## src/rtl/trace_status_enc.sv

```systemverilog
module trace_status_enc #(
  parameter int DW = 32
) (
  input  logic          clk,
  input  logic          rst,
  input  logic          evt_valid,
  output logic          evt_ready,
  input  logic          opnd_mem,
  input  logic          opnd_write,
  input  logic [1:0]    opnd_size,
  input  logic [DW-1:0] opnd_data,
  input  logic          cof_valid,
  input  logic [1:0]    cof_len,
  input  logic [DW-1:0] cof_target,
  input  logic          cfg_show_rd,
  input  logic          cfg_show_wr,
  input  logic          cfg_show_tgt,
  output logic [3:0]    pst_o,
  output logic [3:0]    ddata_o
);
  localparam int CW = $clog2(DW/4 + 1);

  typedef enum logic [2:0] {S_IDLE, S_START, S_OPMK, S_OPDAT, S_TGMK, S_TGDAT} st_t;

  st_t            st;
  logic [3:0]     mk, op_code, tg_code;
  logic           op_show, tg_show;
  logic [DW-1:0]  op_dat, tg_dat, shreg;
  logic [CW-1:0]  cnt;
  logic           accept;
  logic [3:0]     op_code_in, tg_code_in;
  logic [CW-1:0]  nib;

  assign evt_ready  = (st == S_IDLE);
  assign accept     = evt_valid && evt_ready;
  assign op_code_in = (opnd_size == 2'd0) ? 4'h8 : (opnd_size == 2'd1) ? 4'h9 : 4'hB;
  assign tg_code_in = (cof_len == 2'd0) ? 4'h9 : (cof_len == 2'd1) ? 4'hA : 4'hB;
  assign nib        = CW'((mk[1:0] + 3'd1) << 1);

  assign pst_o   = (st == S_START) ? 4'h1 :
                   (st == S_OPMK || st == S_TGMK) ? mk : 4'h0;
  assign ddata_o = (st == S_OPDAT || st == S_TGDAT) ? shreg[3:0] : 4'h0;

  always_ff @(posedge clk) begin
    if (rst) begin
      st      <= S_IDLE;
      mk      <= 4'h0;
      op_show <= 1'b0;
      tg_show <= 1'b0;
      op_code <= 4'h0;
      tg_code <= 4'h0;
      op_dat  <= '0;
      tg_dat  <= '0;
      shreg   <= '0;
      cnt     <= '0;
    end else begin
      case (st)
        S_IDLE: if (accept) begin
          op_show <= opnd_mem && (opnd_write ? cfg_show_wr : cfg_show_rd);
          tg_show <= cof_valid && cfg_show_tgt;
          op_code <= op_code_in;
          tg_code <= tg_code_in;
          op_dat  <= opnd_data;
          tg_dat  <= cof_target;
          st      <= S_START;
        end
        S_START: begin
          if (op_show) begin
            mk <= op_code;
            st <= S_OPMK;
          end else if (tg_show) begin
            mk <= tg_code;
            st <= S_TGMK;
          end else begin
            st <= S_IDLE;
          end
        end
        S_OPMK, S_TGMK: begin
          shreg <= (st == S_OPMK) ? op_dat : tg_dat;
          cnt   <= nib;
          st    <= (st == S_OPMK) ? S_OPDAT : S_TGDAT;
        end
        S_OPDAT, S_TGDAT: begin
          shreg <= shreg >> 4;
          cnt   <= cnt - CW'(1);
          if (cnt == CW'(1)) begin
            if (st == S_OPDAT && tg_show) begin
              mk <= tg_code;
              st <= S_TGMK;
            end else begin
              st <= S_IDLE;
            end
          end
        end
        default: st <= S_IDLE;
      endcase
    end
  end

  AST_START_AFTER_ACCEPT: assert property (@(posedge clk) disable iff (rst)
    accept |=> pst_o == 4'h1);
  AST_LEGAL_CODE: assert property (@(posedge clk) disable iff (rst)
    pst_o inside {4'h0, 4'h1, 4'h8, 4'h9, 4'hA, 4'hB});
  AST_CODE_NO_DATA: assert property (@(posedge clk) disable iff (rst)
    pst_o != 4'h0 |-> ddata_o == 4'h0);
  AST_IDLE_QUIET: assert property (@(posedge clk) disable iff (rst)
    evt_ready |-> (pst_o == 4'h0 && ddata_o == 4'h0));
  AST_BUSY_AFTER_START: assert property (@(posedge clk) disable iff (rst)
    pst_o == 4'h1 |-> !evt_ready);
  AST_NO_SECOND_START: assert property (@(posedge clk) disable iff (rst)
    pst_o == 4'h1 |=> pst_o != 4'h1);
endmodule

```

## config.mk

```make
export PLATFORM = sky130hd
export DESIGN_NAME = trace_status_enc
export DESIGN_NICKNAME = d
export VERILOG_FILES = /design/src/rtl/trace_status_enc.sv
export SDC_FILE = /design/constraint.sdc
export NUM_CORES = 1
export LEC_CHECK = 0
export BUFFER_PORTS_ARGS = -buffer_cell sky130_fd_sc_hd__buf_2
export CORE_UTILIZATION = 40
export CTS_BUF_LIST = sky130_fd_sc_hd__clkbuf_2
export DETAILED_ROUTE_END_ITERATION = 8
export PLACE_DENSITY = 0.59
export SYNTH_ARGS = -nofsm -noshare
export SYNTH_HDL_FRONTEND = slang
export SYNTH_SLANG_ARGS = --single-unit
```

## constraint.sdc

```tcl
create_clock -name clk -period 4 [get_ports clk]
set_input_delay 0.2 -clock clk [delete_from_list [all_inputs] [get_ports clk]]
set_output_delay 0.2 -clock clk [all_outputs]
set_load 0.02 [all_outputs]
```

# Word level (Yosys, flattened, before mapping)
# Index checks and enable logic that the tools add are counted.
[totals]
inputBits = 77
elab_cells = 63
register_bits = 117
out_inout_bits = 9
[classes]
reduce_logical = 16
eq_ne = 12
addsub = 2
n_mux = 23
[op_table]
columns = ["operator", "n"]
rows = [
  ["$pmux W32 S2", 1],
  ["$mux W32", 1],
  ["$mux W4", 7],
  ["$mux W3", 6],
  ["$pmux W4 S2", 2],
  ["$pmux W3 S4", 1],
  ["$eq A3 B2 Y1 const B", 2],
  ["$eq A3 B3 Y1 const B", 2],
  ["$mux W2", 3],
  ["$eq A2 B1 Y1 const B", 2],
  ["$eq A4 B1 Y1 const B", 1],
  ["$logic_and A1 B1 Y1", 4],
  ["$logic_not A2 Y1", 2],
  ["$ne A2 B2 Y1 const B", 2],
  ["$reduce_and A2 Y1", 2],
  ["$reduce_and A4 Y1", 1],
  ["$reduce_bool A2 Y1", 2],
  ["$reduce_or A2 Y1", 2],
  ["$sub A4 B1 Y4 const B", 1],
  ["$add A2 B1 Y3 const B", 1],
  ["$eq A3 B1 Y1 const B", 1],
  ["$logic_not A3 Y1", 1],
  ["$ne A3 B3 Y1 const B", 1],
  ["$logic_or A1 B1 Y1", 2],
  ["2 further kinds", 3],
]

# Longest topological paths before layout
[depth]
ltp_word = 5
mapped_depth = 7
depth_no_buf = 6

# Least setup slack after synthesis
# No wires, ideal clock.
[synth_path]
kind = "register -> output"
startpoint = "reg st[1]"
endpoint = "out pst_o[0]"
stages_incl_launch_ff = 7
arrival_time_ns = 1.467
slack_ns = 2.333
t_required_ns = 3.800
n_path_buf = 3
cell_sequence = "dfxtp_1 buf_2 nor2b_1 clkbuf_1 buf_2 a21oi_1 o21ai_0"
[synth_between]
elab_chain_len = 4
elab_cells_between_ends = 6
classes_between = "3 x eq/ne; 2 x mux; 1 x reduce/logical"
[synth_rtl]
columns = ["element", "line", "source"]
rows = [
  ["start, declared", "25", "st_t st;"],
  ["start signal, assigned", "81", "st <= (st == S_OPMK) ? S_OPDAT : S_TGDAT;"],
  ["$eq A3 B2 Y1 or $eq A3 B3 Y1 (tied branches)", "41", "(st == S_OPMK || st == S_TGMK) ? mk : 4'h0;"],
  ["$logic_or A1 B1 Y1", "41", ""],
  ["$mux W4", "41", ""],
  ["$mux W4 *", "40", "assign pst_o = (st == S_START) ? 4'h1 :"],
  ["end, declared", "18", "output logic [3:0] pst_o,"],
]
# Every way passes the cells marked *; elsewhere a longest branch is shown, timed or not.

# Worst setup path in the final report
[layout_path]
startpoint = "reg st[1]"
endpoint = "reg op_show"
[layout_between]
elab_chain_len = 3
[layout_rtl]
columns = ["element", "line", "source"]
rows = [
  ["$logic_not A3 Y1 *", "34, 57", ""],
  ["$logic_and A1 B1 Y1", "35", "assign accept = evt_valid && evt_ready;"],
  ["$reduce_and A2 Y1 (no line) *", "--", ""],
  ["end signal, assigned", "59", "op_show <= opnd_mem && (opnd_write ? cfg_show_wr : cfg_show_rd);"],
  ["end, declared", "27", "logic op_show, tg_show;"],
]
# Marked as above.
# A chain may end at the register's enable or synchronous reset.

==> flow_summary_export.csv <==
group,metric,value,unit
logic_synthesis,synth_fp_nets,686,
worst_setup_path,slowest_stage,"and2_2",
global_route,antenna_found_initial,0,
cts,post-cts-setup-buffer-count,0,
power_and_ir_drop,p_leak,0.00245,µW
logic_synthesis,syn_avg_cell_area,8.02,µm²
worst_setup_path,cp_max_fo,40,
flow_run,drv_cap,0,
floorplanning,core_area,11600,µm²
power_and_ir_drop,p_seq_share,52.2,%
logic_synthesis,synth-seq-cells,113,
logic_synthesis,synth.cell_area,4860,µm²
power_and_ir_drop,power,2340,µW
cells_and_area,fin_util,54.5,%
floorplanning,die_area,12600,µm²
placed_design,gp_congestion,0.747,
worst_setup_path,r2r_cells,7,
global_route,grt_remaining_overflow,0,
worst_hold_path,hold_path_depth,2,
floorplanning,die_w,112,µm
logic_synthesis,synthDistinctLibCells,33,
power_and_ir_drop,pwr_density_cell,369,nW/µm²
route,dr.pass1.iters,7,
sta,clock_skew,0.0193,ns
worst_hold_path,min_to,"tg_dat[11]",
cts,cts_tree,"built",
route,final_antenna_net_count,0,
worst_setup_path,worstPathArrival,4.12,ns
route,post_drt_wl_per_cell,14.4,µm
cts,clockBufferDepth,2,
worst_setup_path,max_stage_delay,0.69,ns
route,vias,4759,
sta,fin_crit_sh,87.8,%
power_and_ir_drop,clkPwrFrac,35.8,%
sta,hold_violations,0,
worst_setup_path,rrSetupSlack,0.49,ns
worst_setup_path,cp_cell_sequence,"nor3_2 -> and2_2 -> buf_4 -> nand3_1 -> dlygate4sd3_1 -> a21oi_1 -> dlygate4sd3_1",
sta,period_minus_slack,3.51,ns
worst_setup_path,cp.required,4.61,ns
power_and_ir_drop,intPower,1730,µW
placed_design,dp_hpwl,7430,µm
sta,tightest_slew,1.19,ns
worst_setup_path,worstReg2RegEnd,"op_show",
route,drt_wl_total,12900,µm
run_status,outcome,"finished with violations",
global_route,grt_pass1_wl,21400,µm
cts,path_clk_slew,0.18,ns
worst_hold_path,hold_path.class,"in2reg",
route,first_iter_violations,311,
route,drc,8,
floorplanning,rows,39,
placed_design,portBuffers,84,
global_route,grtUsageTotal,21.4,%
worst_setup_path,worst_path_most_repeated_cell,"dlygate4sd3_1",
logic_synthesis,ys_warn_count,0,
route,wl_met2,6180,µm
cts,clock_sinks,113,
power_and_ir_drop,p_sw,614,µW
sta,relSlewSlack,20.4,%
power_and_ir_drop,p_comb_share,12.0,%
route,wl_met3,467,µm
worst_setup_path,reg2reg_from,"st[1]",
worst_setup_path,end_kind,"register",
cells_and_area,fin_nets,819,
route,wl_met1,6020,µm
logic_synthesis,ys_seq_area_share,46.6,%
sta,setup_viol,0,
global_route,grt_pass1_vias,4505,
sta,rsz0062_at_grt,"no",
cts,clock_latency,0.67,ns
logic_synthesis,synthCells,606,
cts,cts_buffers,17,
cts,cts-hold-fix-buffers,79,
sta,max_freq,285,MHz
sta,slew_violations,0,
run_status,violations,"design-rule violations",
cells_and_area,drive_gt1_share,17.4,%
global_route,grt_max_degree,114,
worst_hold_path,holdCritStartpoint,"rst",
cts,ctsHtreeMaxLevel,4,
power_and_ir_drop,p_sw_share,26.2,%
worst_setup_path,crit_type,"reg2reg",
floorplanning,start_util,41.8,%
cells_and_area,n_fill_cell,1064,
worst_setup_path,critPathLaunchType,"register",
sta,finalSetupTns,0,ns
cells_and_area,diodes,0,
cells_and_area,synthToLayoutAreaGrowth,30.4,%
cts,ctsResizeCount,0,
route,topRoutingLayerUsed,"met4",
floorplanning,die_y,112,µm
cts,root_buffer,"clkbuf_2",
power_and_ir_drop,ir_drop,249,µV
route,post_drt_via_cell_ratio,5.32,
floorplanning,num_io_pins,86,
==> metal layers <==
| metal | vias up | global-route usage (%) |
|---|---|---|
| met3 | 21 | 3.46 |
| met2 | 115 | 35.5 |
| li1 | 2388 | - |
| met4 | 0 | 10.3 |
| met5 | - | 0 |
| met1 | 2235 | 27.2 |
==> placed cells by master, fill, tap and decap left out, types with 3 or more instances in the layout <==
cell type,Yosys,final
a211oi_1,6,6
a21o_1,29,29
a21oi_1,102,102
a221oi_1,31,31
a22oi_1,33,33
and2_1,7,6
buf_2,20,83
buf_4,3,9
bufinv_16,0,4
clkbuf_2,0,19
clkinv_2,0,5
dfxtp_1,113,112
dlygate4sd3_1,0,79
ha_1,3,3
inv_1,4,4
mux2i_1,3,3
nand2_1,164,163
nand3_1,3,3
nor2_1,16,14
nor2b_1,6,5
nor3_1,8,8
nor3b_1,3,3
==> cells in the mapped netlist <==
| cell | number | area (µm²) |
|---|---|---|
| nand3_1 | 3 | 15.0 |
| o221a_2 | 1 | 11.3 |
| buf_2 | 20 | 100 |
| a221oi_1 | 31 | 272 |
| mux2i_1 | 3 | 30.0 |
| clkbuf_1 | 34 | 128 |
| nor3_1 | 8 | 40.0 |
| dfxtp_1 | 113 | 2260 |
| nand2_1 | 164 | 616 |
| nor2_1 | 16 | 60.1 |
| mux2_2 | 1 | 11.3 |
| a2bb2oi_1 | 1 | 8.76 |
| a31oi_1 | 1 | 6.26 |
| a311oi_1 | 1 | 8.76 |
| and2_1 | 7 | 43.8 |
| nor3_2 | 1 | 10.0 |
| a22oi_1 | 33 | 248 |
| or3_1 | 2 | 12.5 |
| nor2b_1 | 6 | 37.5 |
| a211oi_1 | 6 | 45.0 |
| o21ai_1 | 2 | 10.0 |
| o311a_1 | 1 | 10.0 |
| buf_4 | 3 | 22.5 |
| a21o_1 | 29 | 218 |
| xnor2_1 | 1 | 8.76 |
| nor3b_1 | 3 | 22.5 |
| o21ai_0 | 2 | 10.0 |
| a21oi_1 | 102 | 510 |
| nand3b_1 | 2 | 15.0 |
| conb_1 | 1 | 3.75 |
| inv_1 | 4 | 15.0 |
| and3b_1 | 1 | 8.76 |
| ha_1 | 3 | 37.5 |
==> stage by stage <==
stage	area, µm²	std cells	setup WS, ns	hold slack (ns)
4_1_cts	6330	895	0.522	0.210
3_3_place_gp	5280	784	1.49	0.440
6_report	6330	895	0.487	0.208
5_1_grt	6330	895	0.242	0.246
2_1_floorplan	4860	606	2.33	0.336
3_5_place_dp	5280	784	1.41	0.445
==> final cells by class <==
class	instances	area, µm²	area share (%)
repair buffers	171	1270	20.1
flip-flops and latches	113	2260	35.7
clock inverters	13	168	2.65
clock buffers	19	95.1	1.50
well taps	143	179	2.82
inverters	4	15.0	0.237
multi-input cells	432	2340	37.0
==> sequential cells by signal, indices dropped and copies added (netlist names) <==
name	cells
shreg	32
op_show	1
tg_code	3
cnt	4
tg_show	1
tg_dat	32
op_dat	32
op_code	2
mk	3
st	3
==> critical path: cells and delay by family, from the launching register on <==
family | cells | cell delay, ns
buffers and inverters | 3 | 1.58
AND/OR/NAND/NOR | 3 | 1.14
flip-flops | 1 | 0.60
AO/OA/AOI/OAI | 1 | 0.15
==> worst max path at each step <==
stage,start,end,slack (ns)
finish,st[1],op_show,0.49
global placement,st[1],shreg[12],1.49
floorplan,st[1],pst_o[0],2.33
detailed placement,st[1],shreg[24],1.41
global route,st[1],op_show,0.24
CTS,st[1],op_show,0.52
==> cell families (layout without fill, tap and decap cells) <==
logic type / after synthesis / after routing / share of synthesized area, %
and+or+nand+nor: 213 / 213 / 18.1
muxes: 4 / 4 / 0.850
other: 1 / 1 / 0.0772
DFF: 113 / 113 / 46.6
AOI/OAI and AO/OA: 210 / 210 / 27.9
xor gates and xnor gates: 1 / 1 / 0.180
adders and majority gates: 3 / 3 / 0.773
buffers and inverters: 61 / 207 / 5.46
==> power by group through the flow <==
stage | Clock [µW] | Sequential, µW | Combinational (µW)
after global routing | 910 | 1230 | 317
final | 838 | 1220 | 282
after detailed placement | 0 | 1240 | 223
after global placement | 0 | 1240 | 218
after floorplan | 0 | 1230 | 159
after CTS | 852 | 1220 | 282
Power figures use the tool's default switching activity.
